`src/rtl/ahdlc_rx_pkg.sv`:
```
package ahdlc_rx_pkg;
   localparam int ST_W = 4;
   localparam logic [ST_W-1:0] STAT_NONE  = 4'b0000;
   localparam logic [ST_W-1:0] STAT_ABORT = 4'b0001;
   localparam logic [ST_W-1:0] STAT_BREAK = 4'b0010;
   localparam logic [ST_W-1:0] STAT_CRC   = 4'b0100;
   localparam logic [ST_W-1:0] STAT_NOCD  = 4'b1000;
   localparam int EV_RXB = 0;
   localparam int EV_RXF = 3;
   typedef enum logic [2:0] {S_HUNT, S_FRAME, S_FL1, S_FL2, S_NOCD} rx_state_t;
endpackage

```
`src/rtl/ahdlc_rx_crc.sv`:
```
module ahdlc_rx_crc #(
   parameter int          CRC_W    = 16,
   parameter int          BYTE_W   = 8,
   parameter logic [15:0] CRC_POLY = 16'h8408
) (
   input  logic [CRC_W-1:0]  crc_in,
   input  logic [BYTE_W-1:0] byte_in,
   output logic [CRC_W-1:0]  crc_out
);
   localparam int PAD_W = CRC_W - BYTE_W;

   always_comb begin
      logic [CRC_W-1:0] c;
      c = crc_in ^ {{PAD_W{1'b0}}, byte_in};
      for (int i = 0; i < BYTE_W; i++) begin
         c = c[0] ? ((c >> 1) ^ CRC_POLY[CRC_W-1:0]) : (c >> 1);
      end
      crc_out = c;
   end
endmodule

```
`src/rtl/ahdlc_rx_deframe.sv`:
```
module ahdlc_rx_deframe
   import ahdlc_rx_pkg::*;
#(
   parameter logic [7:0]  FLAG     = 8'h7E,
   parameter logic [7:0]  ESC      = 8'h7D,
   parameter logic [7:0]  ESC_XOR  = 8'h20,
   parameter logic [15:0] CRC_INIT = 16'hFFFF,
   parameter logic [15:0] CRC_POLY = 16'h8408,
   parameter logic [15:0] CRC_GOOD = 16'hF0B8
) (
   input  logic            clk,
   input  logic            rst_n,
   input  logic            ch_valid,
   input  logic [7:0]      ch_data,
   input  logic            ch_break,
   input  logic            carrier_ok,
   output logic            buf_wr,
   output logic [7:0]      buf_data,
   output logic            desc_open,
   output logic            desc_close,
   output logic [ST_W-1:0] desc_status,
   output logic            frame_evt
);
   localparam logic [1:0] HOLD_FULL = 2'd2;

   rx_state_t   state_q;
   logic        esc_q, brk_q, opened_q;
   logic [1:0]  cnt_q;
   logic [7:0]  hold0_q, hold1_q;
   logic [15:0] crc_q, crc_nx;
   logic [7:0]  rx_byte;
   logic        take;

   assign rx_byte = esc_q ? (ch_data ^ ESC_XOR) : ch_data;

   ahdlc_rx_crc #(.CRC_W(16), .BYTE_W(8), .CRC_POLY(CRC_POLY)) crc_i (
      .crc_in(crc_q), .byte_in(rx_byte), .crc_out(crc_nx));

   // a data byte is accepted only inside a frame, with carrier, and when it is
   // neither a bare flag nor a bare escape
   always_comb begin
      take = 1'b0;
      if (carrier_ok && ch_valid && !ch_break && state_q == S_FRAME) begin
         if (esc_q) take = (ch_data != FLAG);
         else       take = (ch_data != FLAG) && (ch_data != ESC);
      end
   end

   always_ff @(posedge clk) begin
      if (!rst_n) begin
         state_q     <= S_HUNT;
         esc_q       <= 1'b0;
         brk_q       <= 1'b0;
         opened_q    <= 1'b0;
         cnt_q       <= '0;
         hold0_q     <= '0;
         hold1_q     <= '0;
         crc_q       <= CRC_INIT;
         buf_wr      <= 1'b0;
         buf_data    <= '0;
         desc_open   <= 1'b0;
         desc_close  <= 1'b0;
         desc_status <= STAT_NONE;
         frame_evt   <= 1'b0;
      end else begin
         buf_wr     <= 1'b0;
         desc_open  <= 1'b0;
         desc_close <= 1'b0;
         frame_evt  <= 1'b0;
         if (!carrier_ok && state_q != S_NOCD) begin
            if (opened_q) begin
               desc_close  <= 1'b1;
               frame_evt   <= 1'b1;
               desc_status <= STAT_NOCD;
               opened_q    <= 1'b0;
            end
            state_q <= S_NOCD;
            esc_q   <= 1'b0;
            brk_q   <= 1'b0;
            cnt_q   <= '0;
            crc_q   <= CRC_INIT;
         end else begin
            case (state_q)
               S_NOCD: if (carrier_ok) state_q <= S_HUNT;
               S_FL1: begin
                  buf_wr    <= 1'b1;
                  buf_data  <= hold1_q;
                  desc_open <= !opened_q;
                  opened_q  <= 1'b1;
                  state_q   <= S_FL2;
               end
               S_FL2: begin
                  buf_wr      <= 1'b1;
                  buf_data    <= hold0_q;
                  desc_close  <= 1'b1;
                  frame_evt   <= 1'b1;
                  desc_status <= STAT_CRC;
                  opened_q    <= 1'b0;
                  state_q     <= S_FRAME;
               end
               default: if (ch_valid) begin
                  if (ch_break) begin
                     if (!brk_q) begin
                        brk_q       <= 1'b1;
                        desc_open   <= !opened_q;
                        desc_close  <= 1'b1;
                        frame_evt   <= 1'b1;
                        desc_status <= STAT_BREAK;
                        opened_q    <= 1'b0;
                        state_q     <= S_HUNT;
                        esc_q       <= 1'b0;
                        cnt_q       <= '0;
                        crc_q       <= CRC_INIT;
                     end
                  end else begin
                     brk_q <= 1'b0;
                     if (esc_q) begin
                        esc_q <= 1'b0;
                        if (ch_data == FLAG) begin
                           desc_open   <= !opened_q;
                           desc_close  <= 1'b1;
                           frame_evt   <= 1'b1;
                           desc_status <= STAT_ABORT;
                           opened_q    <= 1'b0;
                           state_q     <= S_HUNT;
                           cnt_q       <= '0;
                           crc_q       <= CRC_INIT;
                        end
                     end else if (ch_data == ESC) begin
                        esc_q <= 1'b1;
                     end else if (ch_data == FLAG) begin
                        cnt_q   <= '0;
                        crc_q   <= CRC_INIT;
                        state_q <= S_FRAME;
                        if (state_q == S_FRAME && cnt_q == HOLD_FULL) begin
                           if (crc_q == CRC_GOOD) begin
                              desc_open   <= !opened_q;
                              desc_close  <= 1'b1;
                              frame_evt   <= 1'b1;
                              desc_status <= STAT_NONE;
                              opened_q    <= 1'b0;
                           end else begin
                              state_q <= S_FL1;
                           end
                        end
                     end
                  end
               end
            endcase
            if (take) begin
               crc_q   <= crc_nx;
               hold1_q <= hold0_q;
               hold0_q <= rx_byte;
               if (cnt_q == HOLD_FULL) begin
                  buf_wr    <= 1'b1;
                  buf_data  <= hold1_q;
                  desc_open <= !opened_q;
                  opened_q  <= 1'b1;
               end else begin
                  cnt_q <= cnt_q + 2'd1;
               end
            end
         end
      end
   end
endmodule

```
`src/rtl/ahdlc_rx_evreg.sv`:
```
module ahdlc_rx_evreg
   import ahdlc_rx_pkg::*;
#(
   parameter int EVT_W = 16
) (
   input  logic             clk,
   input  logic             rst_n,
   input  logic             set_rxb,
   input  logic             set_rxf,
   input  logic             clr_wr,
   input  logic [EVT_W-1:0] clr_data,
   input  logic             mask_wr,
   input  logic [EVT_W-1:0] mask_data,
   output logic [EVT_W-1:0] evt_q,
   output logic             irq
);
   logic [EVT_W-1:0] set_vec, mask_q;

   always_comb begin
      set_vec         = '0;
      set_vec[EV_RXB] = set_rxb;
      set_vec[EV_RXF] = set_rxf;
   end

   for (genvar i = 0; i < EVT_W; i++) begin : g_bit
      always_ff @(posedge clk) begin
         if (!rst_n) evt_q[i] <= 1'b0;
         else        evt_q[i] <= set_vec[i] | (evt_q[i] & !(clr_wr & clr_data[i]));
      end
   end

   always_ff @(posedge clk) begin
      if (!rst_n)       mask_q <= '0;
      else if (mask_wr) mask_q <= mask_data;
   end

   assign irq = |(evt_q & mask_q);
endmodule

```
`src/rtl/ahdlc_rx_ctrl.sv`:
```
module ahdlc_rx_ctrl
   import ahdlc_rx_pkg::*;
#(
   parameter int          EVT_W    = 16,
   parameter logic [7:0]  FLAG     = 8'h7E,
   parameter logic [7:0]  ESC      = 8'h7D,
   parameter logic [7:0]  ESC_XOR  = 8'h20,
   parameter logic [15:0] CRC_INIT = 16'hFFFF,
   parameter logic [15:0] CRC_POLY = 16'h8408,
   parameter logic [15:0] CRC_GOOD = 16'hF0B8
) (
   input  logic             clk,
   input  logic             rst_n,
   input  logic             ch_valid,
   input  logic [7:0]       ch_data,
   input  logic             ch_break,
   input  logic             carrier_ok,
   output logic             buf_wr,
   output logic [7:0]       buf_data,
   output logic             desc_open,
   output logic             desc_close,
   output logic [3:0]       desc_status,
   output logic             frame_evt,
   input  logic             ev_clr_wr,
   input  logic [EVT_W-1:0] ev_clr_data,
   input  logic             mask_wr,
   input  logic [EVT_W-1:0] mask_data,
   output logic [EVT_W-1:0] evt_q,
   output logic             irq
);
   if (EVT_W <= EV_RXF) begin : g_bad_width
      $error("EVT_W too small for the frame-received event bit");
   end
   if (FLAG == ESC) begin : g_bad_codes
      $error("flag and escape codes must differ");
   end

   ahdlc_rx_deframe #(
      .FLAG(FLAG), .ESC(ESC), .ESC_XOR(ESC_XOR),
      .CRC_INIT(CRC_INIT), .CRC_POLY(CRC_POLY), .CRC_GOOD(CRC_GOOD)
   ) deframe_i (
      .clk(clk), .rst_n(rst_n), .ch_valid(ch_valid), .ch_data(ch_data),
      .ch_break(ch_break), .carrier_ok(carrier_ok),
      .buf_wr(buf_wr), .buf_data(buf_data), .desc_open(desc_open),
      .desc_close(desc_close), .desc_status(desc_status), .frame_evt(frame_evt));

   ahdlc_rx_evreg #(.EVT_W(EVT_W)) evreg_i (
      .clk(clk), .rst_n(rst_n), .set_rxb(buf_wr), .set_rxf(frame_evt),
      .clr_wr(ev_clr_wr), .clr_data(ev_clr_data),
      .mask_wr(mask_wr), .mask_data(mask_data),
      .evt_q(evt_q), .irq(irq));
endmodule

```
`config.mk`:
```
export PLATFORM = sky130hd
export DESIGN_NAME = ahdlc_rx_ctrl
export DESIGN_NICKNAME = d
export VERILOG_FILES = /design/src/rtl/ahdlc_rx_pkg.sv /design/src/rtl/ahdlc_rx_crc.sv /design/src/rtl/ahdlc_rx_deframe.sv /design/src/rtl/ahdlc_rx_evreg.sv /design/src/rtl/ahdlc_rx_ctrl.sv
export SDC_FILE = /design/constraint.sdc
export NUM_CORES = 1
export LEC_CHECK = 0
export BUFFER_PORTS_ARGS = -buffer_cell sky130_fd_sc_hd__buf_2
export CAP_MARGIN = 10
export CORE_AREA = 3 3 103 105
export CTS_CLUSTER_DIAMETER = 120
export DETAILED_ROUTE_END_ITERATION = 7
export DIE_AREA = 0 0 106 108
export PLACE_DENSITY = 0.65
export SLEW_MARGIN = 0
export SYNTH_ARGS = -nofsm -noshare
export SYNTH_HDL_FRONTEND = slang
export SYNTH_SLANG_ARGS = --single-unit
```
`constraint.sdc`:
```
create_clock -name clk -period 4.8 [get_ports clk]
set_clock_uncertainty 0.1 [all_clocks]
set_input_delay 0.48 -clock clk [delete_from_list [all_inputs] [get_ports clk]]
set_output_delay 0.48 -clock clk [all_outputs]
set_load 0.02 [all_outputs]
```
Word-level counts from Yosys, hierarchy flattened
Cells that the tools add are included.
{"block": "totals", "regBits": 87, "in_bits": 47, "output_inout_bits": 33, "elab_cells": 251}
{"block": "op_classes", "n_addsub": 1, "n_eq_ne": 25, "n_mux": 99, "bitwise": 48, "n_reduce_logical": 47}
{"operator": "two-way mux 16 bit", "n": 16}
{"operator": "two-way mux 4 bit", "n": 11}
{"operator": "two-way mux 1 bit", "n": 43}
{"operator": "AND 1 bit", "n": 32}
{"operator": "two-way mux 3 bit", "n": 10}
{"operator": "NOT 2 -> 3 bit", "n": 8}
{"operator": "two-way mux 2 bit", "n": 10}
{"operator": "nonzero test 5 bit", "n": 4}
{"operator": "logical NOT 1 bit", "n": 19}
{"operator": "AND 16 bit", "n": 1}
{"operator": "== test 16 bit, second input constant", "n": 1}
{"operator": "== test 8 x 7 -> 1 bit, second input constant", "n": 2}
{"operator": "two-way mux 8 bit", "n": 2}
{"operator": "inequality test 8 x 7 -> 1 bit, second input constant", "n": 2}
{"operator": "one-hot mux 8 bit (2 select lines)", "n": 1}
{"operator": "OR reduction 16 bit", "n": 1}
{"operator": "bitwise XOR 16 x 8 -> 16 bit", "n": 1}
{"operator": "AND reduction 5 bit", "n": 2}
{"operator": "one-hot mux 3 bit (3 select lines)", "n": 1}
{"operator": "one-hot mux 4 bit (2 select lines)", "n": 1}
{"operator": "AND reduction 8 bit", "n": 1}
{"operator": "nonzero test 4 bit", "n": 2}
{"operator": "OR reduction 2 bit", "n": 4}
{"operator": "inequality test 7 x 5 -> 1 bit, second input constant", "n": 1}
{"operator": "other kinds (28)", "n": 44}

Depth between registers and ports, before layout
{"block": "logic_depth", "ltp_word": 20, "mapped_depth": 8, "ltp_nobuf": 5}

Modules after synthesis
From an unflattened synthesis, not the netlist that was laid out.
{"block": "unflattened", "hier_cells": 467, "area_unflattened_um2": 4221.5}
{"mod": "ahdlc_rx_deframe", "n_inst": 1, "cells_per_inst": 329, "area_per_inst_um2": 2646.3, "seq_area_each_um2": 1101.1}
{"mod": "ahdlc_rx_evreg", "n_inst": 1, "cells_per_inst": 114, "area_per_inst_um2": 1203.7, "seq_area_each_um2": 640.6}
{"mod": "ahdlc_rx_crc", "n_inst": 1, "cells_per_inst": 24, "area_per_inst_um2": 371.6, "seq_area_each_um2": 0.0}

Least setup slack after synthesis
No wires, ideal clock.
{"block": "synth_timing", "path_type": "register to register", "from": "register deframe_i.crc_q[8]", "to": "register deframe_i.desc_status[1]", "setup_ns": 0.119, "arrival_ns": 1.873, "t_required_ns": 4.581, "path_slack_ns": 2.708, "stages_incl_launch_ff": 6, "path_buffers": 0, "period_less_slack_ns": 2.092, "cell_sequence": "dfxtp_1 or4b_4 nor4_4 a31oi_4 a211o_1 o221a_1"}
{"block": "synth_via", "elab_chain_cells": 3}
{"item": "start: declaration", "line_no": "ahdlc_rx_deframe.sv:30", "text": "logic [15:0] crc_q, crc_nx;"}
{"item": "start signal: assignment", "line_no": "ahdlc_rx_deframe.sv:151", "text": "crc_q <= crc_nx;"}
{"item": "== test 16 bit", "line_no": "ahdlc_rx_deframe.sv:136", "text": "if (crc_q == CRC_GOOD) begin"}
{"item": "nonzero test 5 bit (no source line)"}
{"item": "AND reduction 8 bit (no source line)"}
{"item": "end signal: assignment", "line_no": "ahdlc_rx_deframe.sv:108", "text": "desc_status <= STAT_BREAK;"}
{"item": "end signal: assignment", "line_no": "ahdlc_rx_deframe.sv:123", "text": "desc_status <= STAT_ABORT;"}
{"item": "end signal: assignment", "line_no": "ahdlc_rx_deframe.sv:140", "text": "desc_status <= STAT_NONE;"}
{"item": "end: declaration", "line_no": "ahdlc_rx_deframe.sv:21", "text": "output logic [ST_W-1:0] desc_status,"}
Every way passes these cells.
A chain may end at the register's enable or synchronous reset.

Worst setup path after layout
{"block": "layout_timing", "from": "register deframe_i.state_q[0]", "to": "register deframe_i.crc_q[15]"}
{"block": "layout_via", "elab_chain_cells": 5, "word_cells_on_any_way": 16, "cone_classes": "8 x eq/ne; 2 x mux; 6 x reduce/logical"}
{"item": "start: declaration", "line_no": "ahdlc_rx_deframe.sv:26", "text": "rx_state_t state_q;"}
{"item": "start signal: assignment", "line_no": "ahdlc_rx_deframe.sv:51", "text": "state_q <= S_HUNT;"}
{"item": "start signal: assignment", "line_no": "ahdlc_rx_deframe.sv:77", "text": "state_q <= S_NOCD;"}
{"item": "start signal: assignment", "line_no": "ahdlc_rx_deframe.sv:84", "text": "S_NOCD: if (carrier_ok) state_q <= S_HUNT;"}
{"item": "== test 3 x 1 -> 1 bit", "line_no": "ahdlc_rx_deframe.sv:43", "text": "if (carrier_ok && ch_valid && !ch_break && state_q == S_FRAME) begin"}
{"item": "logical AND 1 bit", "line_no": "ahdlc_rx_deframe.sv:43"}
{"item": "two-way mux 1 bit", "line_no": "ahdlc_rx_deframe.sv:43"}
{"item": "inequality test 4 x 2 -> 1 bit (no source line) (tied with other cells)"}
{"item": "AND reduction 4 bit (no source line)"}
Parallel ways exist; a longest one is shown, timed or not.

==> results by group <==
Min path
  – Hold_sp: ev_clr_data[6]
  – Hold Path Class: in2reg

Critical path
  – Setup crit end kind: flip-flop
  – Worst Path Buf+Inv: 1
  – Worst Path Arrival: around 2.8 ns
  – Crit path max-delay family: simple AND/OR/NAND/NOR gates
  – Worst path slowest cell: nor2_2
  – Critical path, cell by cell: nor3b_4 -> nand4b_1 -> nor2_2 -> buf_4 -> and2_1 -> o21ai_0
  – Critical path class: reg2reg
  – Critical path fanouts, max: 25
  – Reg2reg start: deframe_i.state_q[0]
  – Worst setup SP type: flip-flop
  – Crit path required time: 4.89 ns
  – Largest stage delay, worst path: 0.78 ns
  – Critical Path Start: deframe_i.state_q[0]

Power
  – Overall power: 1410 uW
  – Worst VDD drop: between 0.1 and 0.15 mV
  – Power per cell area: 310 nW/um2
  – P_leak: 0.00184 uW

Status
  – Outcome: completed

Drt
  – Via density: around 5.2
  – DR DRC count: 0
  – Vias post-DR: roughly 3,300
  – Routed wire per std cell: 14.8 um
  – Starting DRT DRC Count: 120
  – Remaining antenna violation count: 0
  – Router iterations before antenna repair: 4
  – Post-Route WL: 9310 um

Timing
  – Setup violations, final: 0
  – Worst slew pin tran: roughly 1 ns
  – Fmax: 0.364 GHz
  – Worst slew margin: 33.6%
  – Tmin final: roughly 2.7 ns
  – Hold Violations, Final: 0
  – Max-slew violations: 0
  – RSZ-0062 raised after global routing: false
  – Setup_tns: 0 ns
  – Tcrit/Tclk final: 57.2%

Clock tree
  – Setup Fix Bufs, Post-CTS: 0
  – Latest clock arrival within the worst-skew pair: 0.35 ns
  – Post-CTS sizing: 0
  – Root Buffer: clkbuf_8
  – Clock Tree Buf Depth: 2
  – Total CTS buffers: 9
  – H-tree levels: 3
  – Post-CTS Hold Buffers: 0
  – Clock sink count: 87
  – CTS tree: built
  – CTS clk-pin slew, worst paths: 0.09 ns

Floorplan
  – Die area: 11,400 um2
  – DIE HEIGHT: 108 um
  – Top-level port count: 80
  – Die Width: 106 um
  – Rows: 36
  – Initial core utilization: 39.9%
  – Core ar.: 9730 um2

Placed design
  – Placer Congestion: about 0.88
  – IO buf count: 79
  – Hpwl dp: approximately 7000 um
  – Placed cells: 614

Synth
  – Yosys reg bits: 87
  – Cell Area, Synth: 3880 um2
  – Distinct cell type count after synthesis: 61
  – Yosys warns: 0
  – Synth Area per Inst: 9.05 um2
  – Main flop type after synthesis: dfxtp_1
  – EDFF count, synth: 0
  – Async SR Flop Fraction: 0%
  – Post-synthesis sequential area ratio: between 40% and 50%
  – Syn Inst Count: 429
  – Post-Syn Nets: 476

Layout
  – Layout cell share with drive strength beyond 1: 21.7%
  – Commonest cells after routing, fill and taps aside: 87 x dfxtp_1, 79 x buf_2, 61 x nand2_1
  – Most common cell after layout, fill and taps aside: dfxtp_1
  – Final nets: 539
  – Antenna diodes: 0
  – P&R area growth vs syn: 17.3%
  – Layout Cells excl Fill: 630
  – Final core utilization: 46.8%

Global route
  – Largest net degree at the start of global routing: 61
  – Initial antenna violation count: 0
  – Vias in the first global route: 3,176
  – First-pass GRT wire length: 15,400 um
  – All-Layer GR Usage: 16.5%
  – Gr ovfl total: 0

Job
  – Max Cap Viol: 0
## state kept, by name, indices dropped and copies added, names as in the netlist
signal	cells
deframe_i.brk_q	1
deframe_i.buf_data	8
deframe_i.buf_wr	1
deframe_i.cnt_q	2
deframe_i.crc_q	16
deframe_i.desc_open	1
deframe_i.desc_status	4
deframe_i.esc_q	1
deframe_i.frame_evt	1
deframe_i.hold0_q	8
deframe_i.hold1_q	8
deframe_i.opened_q	1
deframe_i.state_q	3
evreg_i.evt_q	16
evreg_i.mask_q	16
## cell type report
type / instances / area, um2
Clock buffer: 9 / 124
Clock inverter: 7 / 95.1
Fill cell: 985 / 5170
Inverter: 5 / 18.8
Multi-Input combinational cell: 308 / 2000
Sequential cell: 87 / 1740
Tap cell: 133 / 166
Timing Repair Buffer: 81 / 410
## through the flow
| stage | hold slack, ns | area [um2] | worst slack [ns] |
|---|---|---|---|
| after detailed placement | 0.338 | 4340 | 1.97 |
| after CTS | 0.170 | 4560 | 2.08 |
| after global placement | 0.337 | 4340 | 2.03 |
| after floorplan | 0.335 | 3880 | 2.71 |
| final | 0.190 | 4560 | 2.05 |
| after global routing | 0.177 | 4560 | 1.83 |
## per-layer routing
metal | global-route usage [%] | routed length (um)
met1 | 22.0 | 4330
met2 | 26.9 | 4320
met3 | 3.82 | 563
met4 | 5.00 | 94
met5 | 0 | 0
## logic make-up after synthesis
family          count (synthesis)  synth area share [%]
mux                            18                  4.64
compound gates                100                  18.9
simple gates                  167                  22.7
buf+inv                        34                  3.71
flops                          87                  44.9
xor+xnor                       23                  5.19
## synthesized netlist by cell type, types with 5 or more instances
master | n | area share, %
inv_1 | 5 | 0.48
nor2_1 | 23 | 2.2
a221o_1 | 8 | 2.1
and2_1 | 5 | 0.81
nand2b_1 | 6 | 0.97
clkbuf_1 | 18 | 1.7
a21oi_1 | 22 | 2.8
nor3_1 | 14 | 1.8
o21ai_0 | 16 | 2.1
dfxtp_1 | 87 | 45
nand2_1 | 61 | 5.9
and3_1 | 10 | 1.6
nor2b_1 | 18 | 2.9
xor2_1 | 6 | 1.4
mux2i_1 | 18 | 4.6
buf_2 | 10 | 1.3
a21boi_1 | 14 | 2.7
xnor2_1 | 17 | 3.8
## power by group
| part | internal (uW) | total (uW) | switching (uW) |
|---|---|---|---|
| Clock | 295 | 556 | 261 |
| Sequential | 732 | 740 | 7.59 |
| Combinational | 50.5 | 119 | 68.4 |
## path summary, 6_finish.rpt
path                            slack (ns)  depth (start not counted)                  endpoint
worst min-delay path                  0.19                          2          evreg_i.evt_q[6]
worst max register to register        2.05                          6       deframe_i.crc_q[15]
worst max-delay path                  2.05                          6       deframe_i.crc_q[15]
worst min register to register        0.35                          2  deframe_i.desc_status[3]
No activity file was read; power rests on OpenSTA's default activity.
